$ cat src/rtl/cipher_host_pkg.sv
package cipher_host_pkg;
  localparam int unsigned ADDR_W = 8;
  localparam int unsigned DATA_W = 32;

  // register offsets; 0x1C, 0x20 and 0x24 are fixed by software convention
  localparam logic [ADDR_W-1:0] A_MODE  = 8'h00;
  localparam logic [ADDR_W-1:0] A_STAT  = 8'h04;
  localparam logic [ADDR_W-1:0] A_ERR   = 8'h08;
  localparam logic [ADDR_W-1:0] A_MASK  = 8'h0C;
  localparam logic [ADDR_W-1:0] A_KLEN  = 8'h10;
  localparam logic [ADDR_W-1:0] A_DSIZE = 8'h1C;
  localparam logic [ADDR_W-1:0] A_IN    = 8'h20;
  localparam logic [ADDR_W-1:0] A_OUT   = 8'h24;
  localparam logic [ADDR_W-1:0] A_KEY0  = 8'h28;

  localparam int unsigned N_ERR    = 3;
  localparam int unsigned ERR_SIZE = 0;
  localparam int unsigned ERR_OVF  = 1;
  localparam int unsigned ERR_UDF  = 2;
  localparam int unsigned STAT_OUT_LSB = 8;

  typedef enum logic [1:0] {
    ALG_DES  = 2'd0,
    ALG_TDES = 2'd1,
    ALG_AES  = 2'd2,
    ALG_RSV  = 2'd3
  } alg_e;

  typedef struct packed {
    logic ctr;
    alg_e alg;
  } mode_t;
endpackage

$ cat src/rtl/chr_fifo.sv
module chr_fifo #(
  parameter int unsigned WIDTH = 32,
  parameter int unsigned DEPTH = 16,
  localparam int unsigned PTR_W = $clog2(DEPTH),
  localparam int unsigned LVL_W = $clog2(DEPTH + 1)
) (
  input  logic             clk,
  input  logic             rst_n,
  input  logic             push_valid,
  output logic             push_ready,
  input  logic [WIDTH-1:0] push_data,
  output logic             pop_valid,
  input  logic             pop_ready,
  output logic [WIDTH-1:0] pop_data,
  output logic [LVL_W-1:0] level
);
  logic [WIDTH-1:0] mem [DEPTH];
  logic [PTR_W-1:0] wr_ptr, rd_ptr;
  logic             do_push, do_pop;

  assign push_ready = (level != LVL_W'(DEPTH));
  assign pop_valid  = (level != '0);
  assign do_push    = push_valid && push_ready;
  assign do_pop     = pop_valid && pop_ready;
  assign pop_data   = mem[rd_ptr];

  always_ff @(posedge clk) begin
    if (do_push) mem[wr_ptr] <= push_data;
  end

  always_ff @(posedge clk or negedge rst_n) begin
    if (!rst_n) begin
      wr_ptr <= '0;
      rd_ptr <= '0;
      level  <= '0;
    end else begin
      if (do_push) wr_ptr <= (wr_ptr == PTR_W'(DEPTH - 1)) ? '0 : wr_ptr + 1'b1;
      if (do_pop)  rd_ptr <= (rd_ptr == PTR_W'(DEPTH - 1)) ? '0 : rd_ptr + 1'b1;
      case ({do_push, do_pop})
        2'b10:   level <= level + 1'b1;
        2'b01:   level <= level - 1'b1;
        default: level <= level;
      endcase
    end
  end
endmodule

$ cat src/rtl/chr_stub_core.sv
// Stand-in for the cipher datapath: forwards words with valid/ready.
module chr_stub_core #(
  parameter int unsigned WIDTH = 32
) (
  input  logic             s_valid,
  output logic             s_ready,
  input  logic [WIDTH-1:0] s_data,
  output logic             m_valid,
  input  logic             m_ready,
  output logic [WIDTH-1:0] m_data
);
  assign m_valid = s_valid;
  assign s_ready = m_ready;
  assign m_data  = s_data;
endmodule

$ cat src/rtl/chr_size_check.sv
module chr_size_check import cipher_host_pkg::*; #(
  parameter int unsigned SIZE_W = 24
) (
  input  mode_t             mode_i,
  input  logic [SIZE_W-1:0] size_i,
  output logic              legal_o
);
  logic mult8, mult16;
  assign mult8  = (size_i[2:0] == 3'b000);
  assign mult16 = mult8 && !size_i[3];

  always_comb begin
    if (mode_i.ctr) legal_o = mult8;
    else begin
      case (mode_i.alg)
        ALG_DES, ALG_TDES: legal_o = mult8;
        default:           legal_o = mult16;
      endcase
    end
  end
endmodule

$ cat src/rtl/chr_key_bank.sv
module chr_key_bank #(
  parameter int unsigned WORDS  = 6,
  parameter int unsigned WIDTH  = 32,
  localparam int unsigned IDX_W = $clog2(WORDS),
  localparam int unsigned LEN_W = $clog2(WORDS + 1)
) (
  input  logic                   clk,
  input  logic                   rst_n,
  input  logic                   wr_en_i,
  input  logic [IDX_W-1:0]       idx_i,
  input  logic [WIDTH-1:0]       wdata_i,
  input  logic [LEN_W-1:0]       len_i,
  output logic [WORDS*WIDTH-1:0] key_o
);
  logic [WIDTH-1:0] key_q [WORDS];

  for (genvar g = 0; g < WORDS; g++) begin : g_word
    always_ff @(posedge clk or negedge rst_n) begin
      if (!rst_n) key_q[g] <= '0;
      else if (wr_en_i && idx_i == IDX_W'(g)) key_q[g] <= wdata_i;
    end
    assign key_o[g*WIDTH +: WIDTH] = (LEN_W'(g) < len_i) ? key_q[g] : '0;
  end
endmodule

$ cat src/rtl/cipher_host_regs.sv
module cipher_host_regs import cipher_host_pkg::*; #(
  parameter int unsigned FIFO_DEPTH = 16,
  parameter int unsigned KEY_WORDS  = 6,
  parameter int unsigned DSIZE_W    = 24
) (
  input  logic                        clk,
  input  logic                        rst_n,
  input  logic [ADDR_W-1:0]           addr_i,
  input  logic                        wr_en_i,
  input  logic                        rd_en_i,
  input  logic [DATA_W-1:0]           wdata_i,
  output logic [DATA_W-1:0]           rdata_o,
  output logic                        irq_o,
  output logic [KEY_WORDS*DATA_W-1:0] key_o
);
  localparam int unsigned LVL_W  = $clog2(FIFO_DEPTH + 1);
  localparam int unsigned KLEN_W = $clog2(KEY_WORDS + 1);
  localparam int unsigned KIDX_W = $clog2(KEY_WORDS);

  mode_t              mode_q;
  logic [N_ERR-1:0]   err_q, mask_q, err_set, err_clr;
  logic [KLEN_W-1:0]  klen_q;
  logic [DSIZE_W-1:0] dsize_q;
  logic [DATA_W-1:0]  stat_word;
  logic [LVL_W-1:0]   in_lvl, out_lvl;
  logic               in_wr, in_ready, in_pv, in_pr;
  logic               out_rd, out_valid, out_ready, mid_v;
  logic [DATA_W-1:0]  in_pd, mid_d, out_data;
  logic               size_ok, key_hit;
  logic [ADDR_W-1:0]  key_off;

  assign in_wr  = wr_en_i && (addr_i == A_IN);
  assign out_rd = rd_en_i && (addr_i == A_OUT);

  chr_fifo #(.WIDTH(DATA_W), .DEPTH(FIFO_DEPTH)) u_in_q (
    .clk, .rst_n,
    .push_valid(in_wr), .push_ready(in_ready), .push_data(wdata_i),
    .pop_valid(in_pv), .pop_ready(in_pr), .pop_data(in_pd),
    .level(in_lvl)
  );

  chr_stub_core #(.WIDTH(DATA_W)) u_core (
    .s_valid(in_pv), .s_ready(in_pr), .s_data(in_pd),
    .m_valid(mid_v), .m_ready(out_ready), .m_data(mid_d)
  );

  chr_fifo #(.WIDTH(DATA_W), .DEPTH(FIFO_DEPTH)) u_out_q (
    .clk, .rst_n,
    .push_valid(mid_v), .push_ready(out_ready), .push_data(mid_d),
    .pop_valid(out_valid), .pop_ready(out_rd), .pop_data(out_data),
    .level(out_lvl)
  );

  chr_size_check #(.SIZE_W(DSIZE_W)) u_size (
    .mode_i(mode_q), .size_i(wdata_i[DSIZE_W-1:0]), .legal_o(size_ok)
  );

  assign key_off = addr_i - A_KEY0;
  assign key_hit = wr_en_i && (addr_i >= A_KEY0) && (addr_i[1:0] == 2'b00)
                && (key_off < ADDR_W'(KEY_WORDS * 4));

  chr_key_bank #(.WORDS(KEY_WORDS), .WIDTH(DATA_W)) u_keys (
    .clk, .rst_n,
    .wr_en_i(key_hit), .idx_i(key_off[KIDX_W+1:2]), .wdata_i(wdata_i),
    .len_i(klen_q), .key_o(key_o)
  );

  always_comb begin
    err_set           = '0;
    err_set[ERR_SIZE] = wr_en_i && (addr_i == A_DSIZE) && !size_ok;
    err_set[ERR_OVF]  = in_wr && !in_ready;
    err_set[ERR_UDF]  = out_rd && !out_valid;
    err_clr = (wr_en_i && addr_i == A_ERR) ? wdata_i[N_ERR-1:0] : '0;
  end

  always_comb begin
    stat_word = '0;
    stat_word[LVL_W-1:0]             = in_lvl;
    stat_word[STAT_OUT_LSB +: LVL_W] = out_lvl;
  end

  always_ff @(posedge clk or negedge rst_n) begin
    if (!rst_n) begin
      mode_q  <= '0;
      mask_q  <= '0;
      err_q   <= '0;
      klen_q  <= '0;
      dsize_q <= '0;
      rdata_o <= '0;
    end else begin
      err_q <= (err_q & ~err_clr) | err_set;
      if (wr_en_i) begin
        case (addr_i)
          A_MODE: begin
            mode_q.alg <= alg_e'(wdata_i[1:0]);
            mode_q.ctr <= wdata_i[2];
          end
          A_MASK:  mask_q  <= wdata_i[N_ERR-1:0];
          A_KLEN:  klen_q  <= wdata_i[KLEN_W-1:0];
          A_DSIZE: dsize_q <= wdata_i[DSIZE_W-1:0];
          default: ;
        endcase
      end
      if (rd_en_i) begin
        case (addr_i)
          A_MODE:  rdata_o <= DATA_W'(mode_q);
          A_STAT:  rdata_o <= stat_word;
          A_ERR:   rdata_o <= DATA_W'(err_q);
          A_MASK:  rdata_o <= DATA_W'(mask_q);
          A_KLEN:  rdata_o <= DATA_W'(klen_q);
          A_DSIZE: rdata_o <= DATA_W'(dsize_q);
          A_OUT:   rdata_o <= out_valid ? out_data : '0;
          default: rdata_o <= '0;
        endcase
      end
    end
  end

  assign irq_o = |(err_q & ~mask_q);
endmodule

$ cat config.mk
export PLATFORM = sky130hd
export DESIGN_NAME = cipher_host_regs
export DESIGN_NICKNAME = d
export VERILOG_FILES = /design/src/rtl/cipher_host_pkg.sv /design/src/rtl/chr_fifo.sv /design/src/rtl/chr_stub_core.sv /design/src/rtl/chr_size_check.sv /design/src/rtl/chr_key_bank.sv /design/src/rtl/cipher_host_regs.sv
export SDC_FILE = /design/constraint.sdc
export NUM_CORES = 1
export LEC_CHECK = 0
export ABC_AREA = 1
export BUFFER_PORTS_ARGS = -buffer_cell sky130_fd_sc_hd__buf_2
export CAP_MARGIN = 25
export CORE_MARGIN = 2
export CORE_UTILIZATION = 55
export CTS_BUF_LIST = sky130_fd_sc_hd__clkbuf_4 sky130_fd_sc_hd__clkbuf_8
export DETAILED_ROUTE_END_ITERATION = 12
export GPL_TIMING_DRIVEN = 1
export PLACE_DENSITY = 0.73
export SLEW_MARGIN = 30
export SYNTH_ARGS = -nofsm -noshare
export SYNTH_HDL_FRONTEND = slang
export SYNTH_SLANG_ARGS = --single-unit
$ cat constraint.sdc
create_clock -name clk -period 6 [get_ports clk]
set_clock_uncertainty 0.15 [all_clocks]
set_input_delay 0.9 -clock clk [delete_from_list [all_inputs] [get_ports clk]]
set_output_delay 0.9 -clock clk [all_outputs]
set_load 0.02 [all_outputs]
* Word level (Yosys, flattened, before mapping)
Memory sizes are Yosys's and may differ from the RTL's. Index checks and enable logic that the tools add are counted.
Cells by class: add/subtract/negate cells 9, order comparisons 8, equal/unequal tests 23, mux-type cells 21, bitwise operators 5, reductions and logical operators 39
Operators by type and width (count):
- 32-bit 2-to-1 mux | 7
- 32-bit one-hot mux with 7 select lines | 1
- 1-bit logical AND | 20
- 5-bit one-hot mux with 2 select lines | 2
- 4-bit by 1-bit adder with 4-bit output, second input constant | 4
- 4-bit equality test, second input constant | 4
- 8-bit by 4-bit equality test with 1-bit output, second input constant | 2
- 8-bit by 5-bit equality test with 1-bit output, second input constant | 2
- 8-bit by 6-bit equality test with 1-bit output, second input constant | 2
- 4-bit 2-to-1 mux | 4
- 5-bit by 1-bit adder with 5-bit output, second input constant | 2
- 5-bit inequality test, second input constant | 2
- 5-bit nonzero test | 2
- 5-bit by 1-bit subtractor with 5-bit output, second input constant | 2
- 8-bit by 3-bit equality test with 1-bit output, second input constant | 1
- 8-bit by 6-bit greater-or-equal comparator with 1-bit output, second input constant | 1
- 8-bit logical NOT | 1
- 8-bit by 5-bit less-than comparator with 1-bit output, second input constant | 1
- 2-bit AND reduction | 4
- 8-bit by 6-bit subtractor with 8-bit output, second input constant | 1
- 3-bit bitwise AND | 2
- 2-bit by 1-bit equality test with 1-bit output, second input constant | 3
- 3-bit by 2-bit equality test with 1-bit output, second input constant | 2
- 3-bit equality test, second input constant | 2
- 15 further kinds | 31
Storage, ports and cells: register bits 286, RAM bits 1024, input bits 44, output and inout port bits 225, logic and storage cells 126, memories kept 2
Memory list:
- u_in_q.mem | words 16, width 32, rd ports 1, clocked after memory_dff 0, wr ports 1, RTL line chr_fifo.sv:17 | logic [WIDTH-1:0] mem [DEPTH];
- u_out_q.mem | words 16, width 32, rd ports 1, clocked after memory_dff 0, wr ports 1, RTL line chr_fifo.sv:17

* Depth between registers and ports, before layout
Gate-level depths: netlist of the first run.
depth in word-level cells 7, depth in mapped cells 15, depth with buffers taken out 15

* Hierarchy
From an unflattened synthesis of the first run, not the netlist that was laid out.
Unflattened totals: cells, all modules 6339, area total of the unflattened synthesis 58970.3 um2
Modules (own cells, without submodules):
- chr_fifo at u_in_q | times used 1, cells each 2308, area each 23173.5 um2, seq. area each 15700.1 um2
- chr_fifo at u_out_q | times used 1, cells each 2309, area each 23153.5 um2, seq. area each 15700.1 um2
- chr_key_bank | times used 1, cells each 1248, area each 8994.9 um2, seq. area each 4804.6 um2
- cipher_host_regs | times used 1, cells each 434, area each 3370.7 um2, seq. area each 1701.6 um2
- chr_stub_core | times used 1, cells each 34, area each 255.2 um2, seq. area each 0.0 um2
- chr_size_check | times used 1, cells each 6, area each 22.5 um2, seq. area each 0.0 um2

* Worst setup path after synthesis of the first run
OpenSTA, ideal clock, no wires.
path kind input to register, start point input addr_i[1], end point memory u_in_q.mem[11][0], enable pin, library setup time 0.421 ns, arrival 3.150 ns, data required time 5.429 ns, path slack 2.279 ns, stages 7, buffers on the path 0, path through nor2_2 -> nand2_1 -> nor2_1 -> nand3_1 -> nor2_1 -> nand2_1 -> nor2_1
Between the ends: word-level cells in the longest chain between the ends 5
RTL lines:
- start, declared | RTL line cipher_host_regs.sv:8 | input logic [ADDR_W-1:0] addr_i,
- 8-bit by 6-bit equality test with 1-bit output | RTL line cipher_host_regs.sv:32 | assign in_wr = wr_en_i && (addr_i == A_IN);
- 1-bit logical AND | RTL line cipher_host_regs.sv:32
- 1-bit logical AND | RTL line chr_fifo.sv:23 | assign do_push = push_valid && push_ready;
- 1-bit 2-to-1 mux | RTL line chr_fifo.sv:28 | if (do_push) mem[wr_ptr] <= push_data;
- 1-bit 2-to-1 mux (not written as such) | RTL line chr_fifo.sv:28
- end, declared | RTL line chr_fifo.sv:17
No other way between the ends.

* Worst setup path in the final report of the first run
start point register klen_q[2], end point output key_o[183]
Between the ends: word-level cells in the longest chain between the ends 2
RTL lines:
- start, declared | RTL line cipher_host_regs.sv:22 | logic [KLEN_W-1:0] klen_q;
- start signal, assigned | RTL line cipher_host_regs.sv:99 | A_KLEN: klen_q <= wdata_i[KLEN_W-1:0];
- 3-bit less-than comparator | RTL line chr_key_bank.sv:22 | assign key_o[g*WIDTH +: WIDTH] = (LEN_W'(g) < len_i) ? key_q[g] : '0;
- 32-bit 2-to-1 mux | RTL line chr_key_bank.sv:22
- end, declared | RTL line cipher_host_regs.sv:14 | output logic [KEY_WORDS*DATA_W-1:0] key_o
No other way between the ends.

==> metrics.md, run 1 <==
| Metric | Value |
|---|---|
| Status | `completed` |
| Cells along the critical path | `buf_4 > nand2_1 > buf_4 > nor2_1 > buf_2` |
| Post-route ant nets | `0` |
| H-tree level count | `4` |
| Max-cap violations | `0` |
| CP Launch Type | `flip-flop` |
| Num CTS Buffers | `200` |
| CTS resizes | `0` |
| PwrDens | `432 mW/mm^2` |
| R2r worst-path depth | `5` |
| Post-Synth Simple-Gate Area | `15.9%` |
| Max clock buf depth | `3` |
| First-pass GRT wire length | `216 mm` |
| Register bit total from synthesis | `between 1k and 1.5k` |
| Port Buf Inserts | `268` |
| Nets | `5,217` |
| Largest net degree at the start of global routing | `156` |
| Dominant synthesized flop cell | `edfxtp_1` |
| Wirelength per Cell | `22.0 um` |
| Syn_area_per_cell | `11.0 um^2` |
| CP max stage cell | `buf_4` |
| # Post-CTS Setup Buffers | `0` |
| Mapped Area | `between 0.05 and 0.06 mm^2` |
| Starting Density | `between 50% and 60%` |
| Register area share after synthesis | `70.8%` |
| WS Path Type | `reg -> out` |
| HPWL Detailed | `86.7 mm` |
| Cells after synthesis | `4,874` |
| Worst setup margin | `2.24 ns` |
| Unique masters post-synth | `35` |
| TritonCTS clock tree | `yes` |
| DRT Wirelength | `approximately 150 mm` |
| Via count | `38.1k` |
| Worst reg2reg setup slack | `about 2.3 ns` |
| Post-synthesis xor/xnor area fraction | `0.311%` |
| RR Endpoint | `u_out_q.mem[12][28]` |
| Top cells by count, synth | `1,024 x edfxtp_1, 986 x nand2_1, 796 x nor2_1` |
| IO Pins | `269` |
| RD Place Congestion | `between 0.8 and 0.9` |
| Final hold violations | `0` |
| Core Area | `about 0.097 mm^2` |
| Die width | `316 um` |
| Vias per cell | `5.76` |
| Die ar. | `0.0998 mm^2` |
| Fmax | `0.266 GHz` |
| Critical Path Most Common Cell | `buf_4` |
| Sinks on Clock Net | `1,310` |
| Hold WC Path Type | `in -> reg` |
| Largest family of logic cells by synthesized area | `simple AND/OR/NAND/NOR gates` |
| Post-synthesis compound-gate area fraction | `roughly 7.9%` |
| Starting DRC count in detailed routing | `roughly 4.9k` |
| Post-synth ARST share | `21.8%` |
| Overall Global Routing Usage | `28.9%` |
| EDFF count, synth | `between 1k and 1.5k` |
| Flip-flop and latch area | `0.0379 mm^2` |
| Max transition margin | `31.2%` |
| Multi-input gate area | `0.0134 mm^2` |
| Skew-Pair Late Insertion Delay | `0.87 ns` |
| Top post-synthesis cells by area | `edfxtp_1 57%, dfrtp_1 13%, nand2_1 6.9%` |
| Min Tclk post-route | `3.76 ns` |
| CP max FO | `33` |
| Setup TNS | `0 ns` |
| Critical Path Sink Type | `output pin` |
| CP required | `4.95 ns` |
| Reg-to-reg startpoint | `u_in_q.rd_ptr[2]` |
| Residual DRC | `0` |
| LEAKAGE | `~24 nW` |
| Grt ovf | `0` |
| Top-count cell post-synth | `edfxtp_1` |
| Leading area contributor after synthesis | `edfxtp_1` |
| Initial antenna violation count | `5` |
| RSZ-0062 raised after global routing | `false` |
| Die H | `around 320 um` |
| DR pass1 iterations | `7` |
| Clock transition at path regs | `about 0.060 ns` |
| Mux cell area share after synthesis | `0%` |
| Area grow syn2layout | `13.9%` |
| Worst slew pin tran | `between 1 and 1.5 ns` |
| CP Buf/Inv Count | `3` |
| Number of global-route vias before repair | `36.1k` |
| CP peak stage delay | `0.50 ns` |
| Number of synthesis warnings | `0` |
| Peak supply drop | `about 0.31 mV` |
| Fraction of final layout cells sized beyond drive strength 1 | `14.1%` |
| Synth top area share | `57.5%` |
| Final period util | `between 60% and 70%` |
| WHS Path Cells | `3` |
| Hold Path End | `rdata_o[0]` |
| Fillers | `7,321` |
| Setup Viol. Count Final | `0` |
| Post-Synth Adder-Cell Area | `less than 1%` |
| Placed Cells | `6,226` |
| Hold_sp | `rd_en_i` |
| Cell row count | `between 100 and 150` |
| Final Max Tran Viols | `0` |
| Top Family by Delay on Critical Path | `buffers and inverters` |
| CP arrival | `2.71 ns` |
| Crit path depth | `5` |
| Syn nets | `4,936` |
| Post-place setup slack | `1.65 ns` |
| Clk Tree Root Cell | `clkbuf_8` |
| Final non-filler cell total | `6,602` |
==> metal layers <==
metal | up-vias | routed length (um) | GRT usage [%] | part of all wire, %
met5 | - | 13 | 0 | 0.0090
met4 | 2 | 5660 | 12.2 | 3.9
met3 | 349 | 14000 | 5.33 | 9.6
met2 | 2020 | 69200 | 45.7 | 48
met1 | 18500 | 56300 | 39.8 | 39
li1 | 17200 | - | - | -
==> logic make-up after synthesis <==
logic type	Yosys count
buffers and inverters	653
and+or+nand+nor	2137
adders and majority gates	18
DFF	1310
AOI/OAI and AO/OA	737
xor gates and xnor gates	19
==> state kept, by name (all words and copies together) (netlist names) <==
register,flops
u_out_q.wr_ptr,4
rdata_o,32
u_in_q.mem,512
u_out_q.mem,512
err_q,3
dsize_q,24
u_out_q.level,5
u_keys.key_q,192
klen_q,3
mode_q,3
u_in_q.level,5
u_in_q.rd_ptr,4
mask_q,3
u_in_q.wr_ptr,4
u_out_q.rd_ptr,4
==> area by class of cell <==
type | instances | share of cell area, %
Antenna cell | 3 | 0.0123
Inverter | 378 | 2.35
Multi-Input combinational cell | 2911 | 22.0
Timing Repair Buffer | 354 | 4.08
Tap cell | 1276 | 2.62
Sequential cell | 1310 | 62.2
Clock inverter | 70 | 0.774
Clock buffer | 300 | 5.95
==> worst max-delay path by stage <==
stage,start,slack [ns],end
floorplan,addr_i[1],2.28,u_in_q.mem[11][0]
global placement,addr_i[1],1.64,u_in_q.mem[15][12]
detailed placement,addr_i[1],1.65,u_in_q.mem[3][15]
CTS,klen_q[2],2.23,key_o[172]
global route,klen_q[2],2.14,key_o[172]
finish,klen_q[2],2.24,key_o[183]
==> cells in the final DEF, fill, tap and decap left out, types with 64 or more instances in the layout <==
cell	netlist	layout
edfxtp_1	1024	1024
nand2_1	986	986
nor2_1	796	761
o21ai_0	540	540
inv_1	371	370
nand3_1	339	339
dfrtp_1	286	281
buf_2	18	267
clkbuf_8	0	220
o211ai_1	99	99
clkbuf_4	0	80
o32ai_1	64	64
==> tightest hold or removal path: cells and delay by family <==
kind	cells	cell delay, ns
AND/OR/NAND/NOR	2	0.13
buffers and inverters	1	0.18
==> report_power, final <==
part	switching [mW]	internal, mW	leakage [nW]	total, mW
registers	0.412	12.1	13.1	12.5
clock network	3.41	4.08	2.18	7.49
logic	4.87	1.41	8.45	6.28
total	8.69	17.6	23.8	26.3
==> per-stage QoR <==
stage          hold slack (ns)  util (%)  power, mW  area [um^2]
6_report                 0.248      63.1       26.3        60900
5_1_grt                  0.235      63.1       27.5        60900
2_1_floorplan            0.303         -       16.3        53500
4_1_cts                  0.187      63.0       26.3        60900
3_3_place_gp             0.309      58.2       18.6        56200
3_5_place_dp             0.310      58.8       18.9        56800
==> repair_timing <==
| item | CTS | global route |
|---|---|---|
| hold buffers | 1 | 0 |
| endpoints found under the hold margin | 92 | 0 |
| endpoints found under the setup margin | 0 | 0 |
Power figures use the tool's default switching activity.
==> run 2: changes to the inputs <==
--- a/config.mk
+++ b/config.mk
@@ -13,7 +13,7 @@
 export CTS_BUF_LIST = sky130_fd_sc_hd__clkbuf_4 sky130_fd_sc_hd__clkbuf_8
 export DETAILED_ROUTE_END_ITERATION = 12
 export GPL_TIMING_DRIVEN = 1
-export PLACE_DENSITY = 0.73
+export PLACE_DENSITY = 0.76
 export SLEW_MARGIN = 30
 export SYNTH_ARGS = -nofsm -noshare
 export SYNTH_HDL_FRONTEND = slang
==> constraint.sdc (replaced) <==
create_clock -name clk -period 3.3 [get_ports clk]
set_clock_uncertainty 0.15 [all_clocks]
set_input_delay 0.495 -clock clk [delete_from_list [all_inputs] [get_ports clk]]
set_output_delay 0.495 -clock clk [all_outputs]
set_load 0.02 [all_outputs]
==> metrics.md, run 2 (same netlist as run 1, synthesis figures left out) <==
| Metric | Value |
|---|---|
| Nets | `5,324` |
| Setup Viol. Count Final | `0` |
| Vias per cell | `around 5.7` |
| # Post-CTS Setup Buffers | `0` |
| First-pass GRT wire length | `214 mm` |
| Fillers | `7,046` |
| Clock transition at path regs | `0.06 ns` |
| Fraction of final layout cells sized beyond drive strength 1 | `between 10 and 15%` |
| PwrDens | `783 mW/mm^2` |
| Sinks on Clock Net | `about 1.3k` |
| RSZ-0062 raised after global routing | `false` |
| Met3 wire length | `14.5 mm` |
| Starting Density | `between 50% and 60%` |
| Hold WS | `about 0.077 ns` |
| Residual DRC | `0` |
| CP max stage cell | `dfrtp_1` |
| TritonCTS clock tree | `yes` |
| Final non-filler cell total | `6,712` |
| Placed Cells | `6,298` |
| Post-route ant nets | `0` |
| Num CTS Buffers | `197` |
| RD Place Congestion | `0.915` |
| Worst reg2reg setup slack | `0.49 ns` |
| H-tree level count | `4` |
| Final hold violations | `0` |
| Met2 routed WL | `slightly below 70 mm` |
| Skew-Pair Late Insertion Delay | `between 0.8 and 0.9 ns` |
| Commonest cells after routing, fill and taps aside | `1,024 x edfxtp_1, 986 x nand2_1, 762 x nor2_1, 540 x o21ai_0, 370 x inv_1` |
| Critical Path Most Common Cell | `buf_4` |
| Cells along the critical path | `buf_4 > a21oi_2 > buf_4 > nor2_1 > buf_2` |
| Cts hold-fix bufs | `41` |
| Die width | `316 um` |
| Grt ovf | `0` |
| CP Buf/Inv Count | `3` |
| Largest net degree at the start of global routing | `about 150` |
| Final Max Tran Viols | `0` |
| Status | `completed` |
| Worst slew pin tran | `roughly 0.87 ns` |
| Core Area | `0.0966 mm^2` |
| LEAKAGE | `24.2 nW` |
| Met1 Wirelength | `56.1 mm` |
| DRT Wirelength | `144 mm` |
| CTS resizes | `0` |
| Wirelength per Cell | `between 20 and 25 um` |
| Max clock buf depth | `3` |
| Initial antenna violation count | `3` |
| Clk Tree Root Cell | `clkbuf_8` |
| Commonest non-fill, non-tap cell in the layout | `edfxtp_1` |
| IO Pins | `about 270` |
| Number of global-route vias before repair | `36.3k` |
| Starting DRC count in detailed routing | `~5.4k` |
| Port Buf Inserts | `between 200 and 300` |
| CP peak stage delay | `0.47 ns` |
| Via count | `38.5k` |
| Die H | `316 um` |
| Peak supply drop | `between 0.5 and 0.6 mV` |
| CP arrival | `2.47 ns` |
| Max Used Layer | `met4` |
| DR pass1 iterations | `8` |
| Max-cap violations | `0` |
| Die ar. | `0.0998 mm^2` |
| Overall Global Routing Usage | `28.4%` |
| Top flop regs | `u_in_q.mem (512), u_out_q.mem (512), u_keys.key_q (192)` |
| Max transition margin | `41.9%` |
| CP required | `~2.7 ns` |
| CP Launch Type | `flip-flop` |
| Hold WC Path Type | `in -> async` |
| Cell row count | `114` |
| Final period util | `94.3%` |
| Top Family by Delay on Critical Path | `buffers and inverters` |
| CP max FO | `32` |
| Fmax | `0.321 GHz` |
| Critical Path Sink Type | `output pin` |
| HPWL Detailed | `85.4 mm` |
| Area grow syn2layout | `15.4%` |
| WS Path Type | `reg -> out` |
| Min Tclk post-route | `3.11 ns` |
[run 2: worst paths after layout]
check | from | end | depth (start not counted)
worst min register to register | rdata_o[26] | rdata_o[26] | 2
max in group asynchronous | rst_n | u_in_q.rd_ptr[0] | 3
worst min-delay path | rst_n | u_keys.key_q[43] | 2
worst max register to register | u_in_q.rd_ptr[1] | u_out_q.mem[4][6] | 7
min in group clk | addr_i[7] | u_keys.key_q[3] | 6
worst max-delay path | klen_q[2] | key_o[83] | 5
[run 2: report_power, final]
group	switching, mW	internal (mW)	total, mW
clock network	6.29	7.02	13.3
registers	0.747	21.9	22.7
logic	9.01	3.36	12.4
[run 2: per-stage QoR]
step / setup WS, ns / instance area, um^2 / power, mW / util, % / setup TNS, ns
finish: 0.189 / 61800 / 48.4 / 64.0 / 0
global route: 0.0890 / 61800 / 50.3 / 64.0 / 0
CTS: 0.166 / 61800 / 48.2 / 63.9 / 0
detailed placement: 0.199 / 57300 / 35.1 / 59.4 / 0
global placement: 0.217 / 57300 / 34.7 / 59.4 / 0
floorplan: -0.0162 / 53500 / 29.6 / - / -2.07
[run 2: cell type report]
type,instances,area (um^2),share of cell area (%)
antenna,2,5.00,0.00810
inverter,378,1430,2.32
clock buffer,272,3400,5.50
sequential,1310,37900,61.4
timing repair buffer,464,3410,5.53
clock inverter,99,594,0.962
tap,1276,1600,2.59
multi-input combinational,2911,13400,21.7
[run 2: metal layers]
layer  vias to the layer above  GRT usage [%]
met5                         -              0
met2                      2111           44.6
met3                       303           5.14
met1                     18700           39.6
met4                         0           11.5
li1                      17400              -
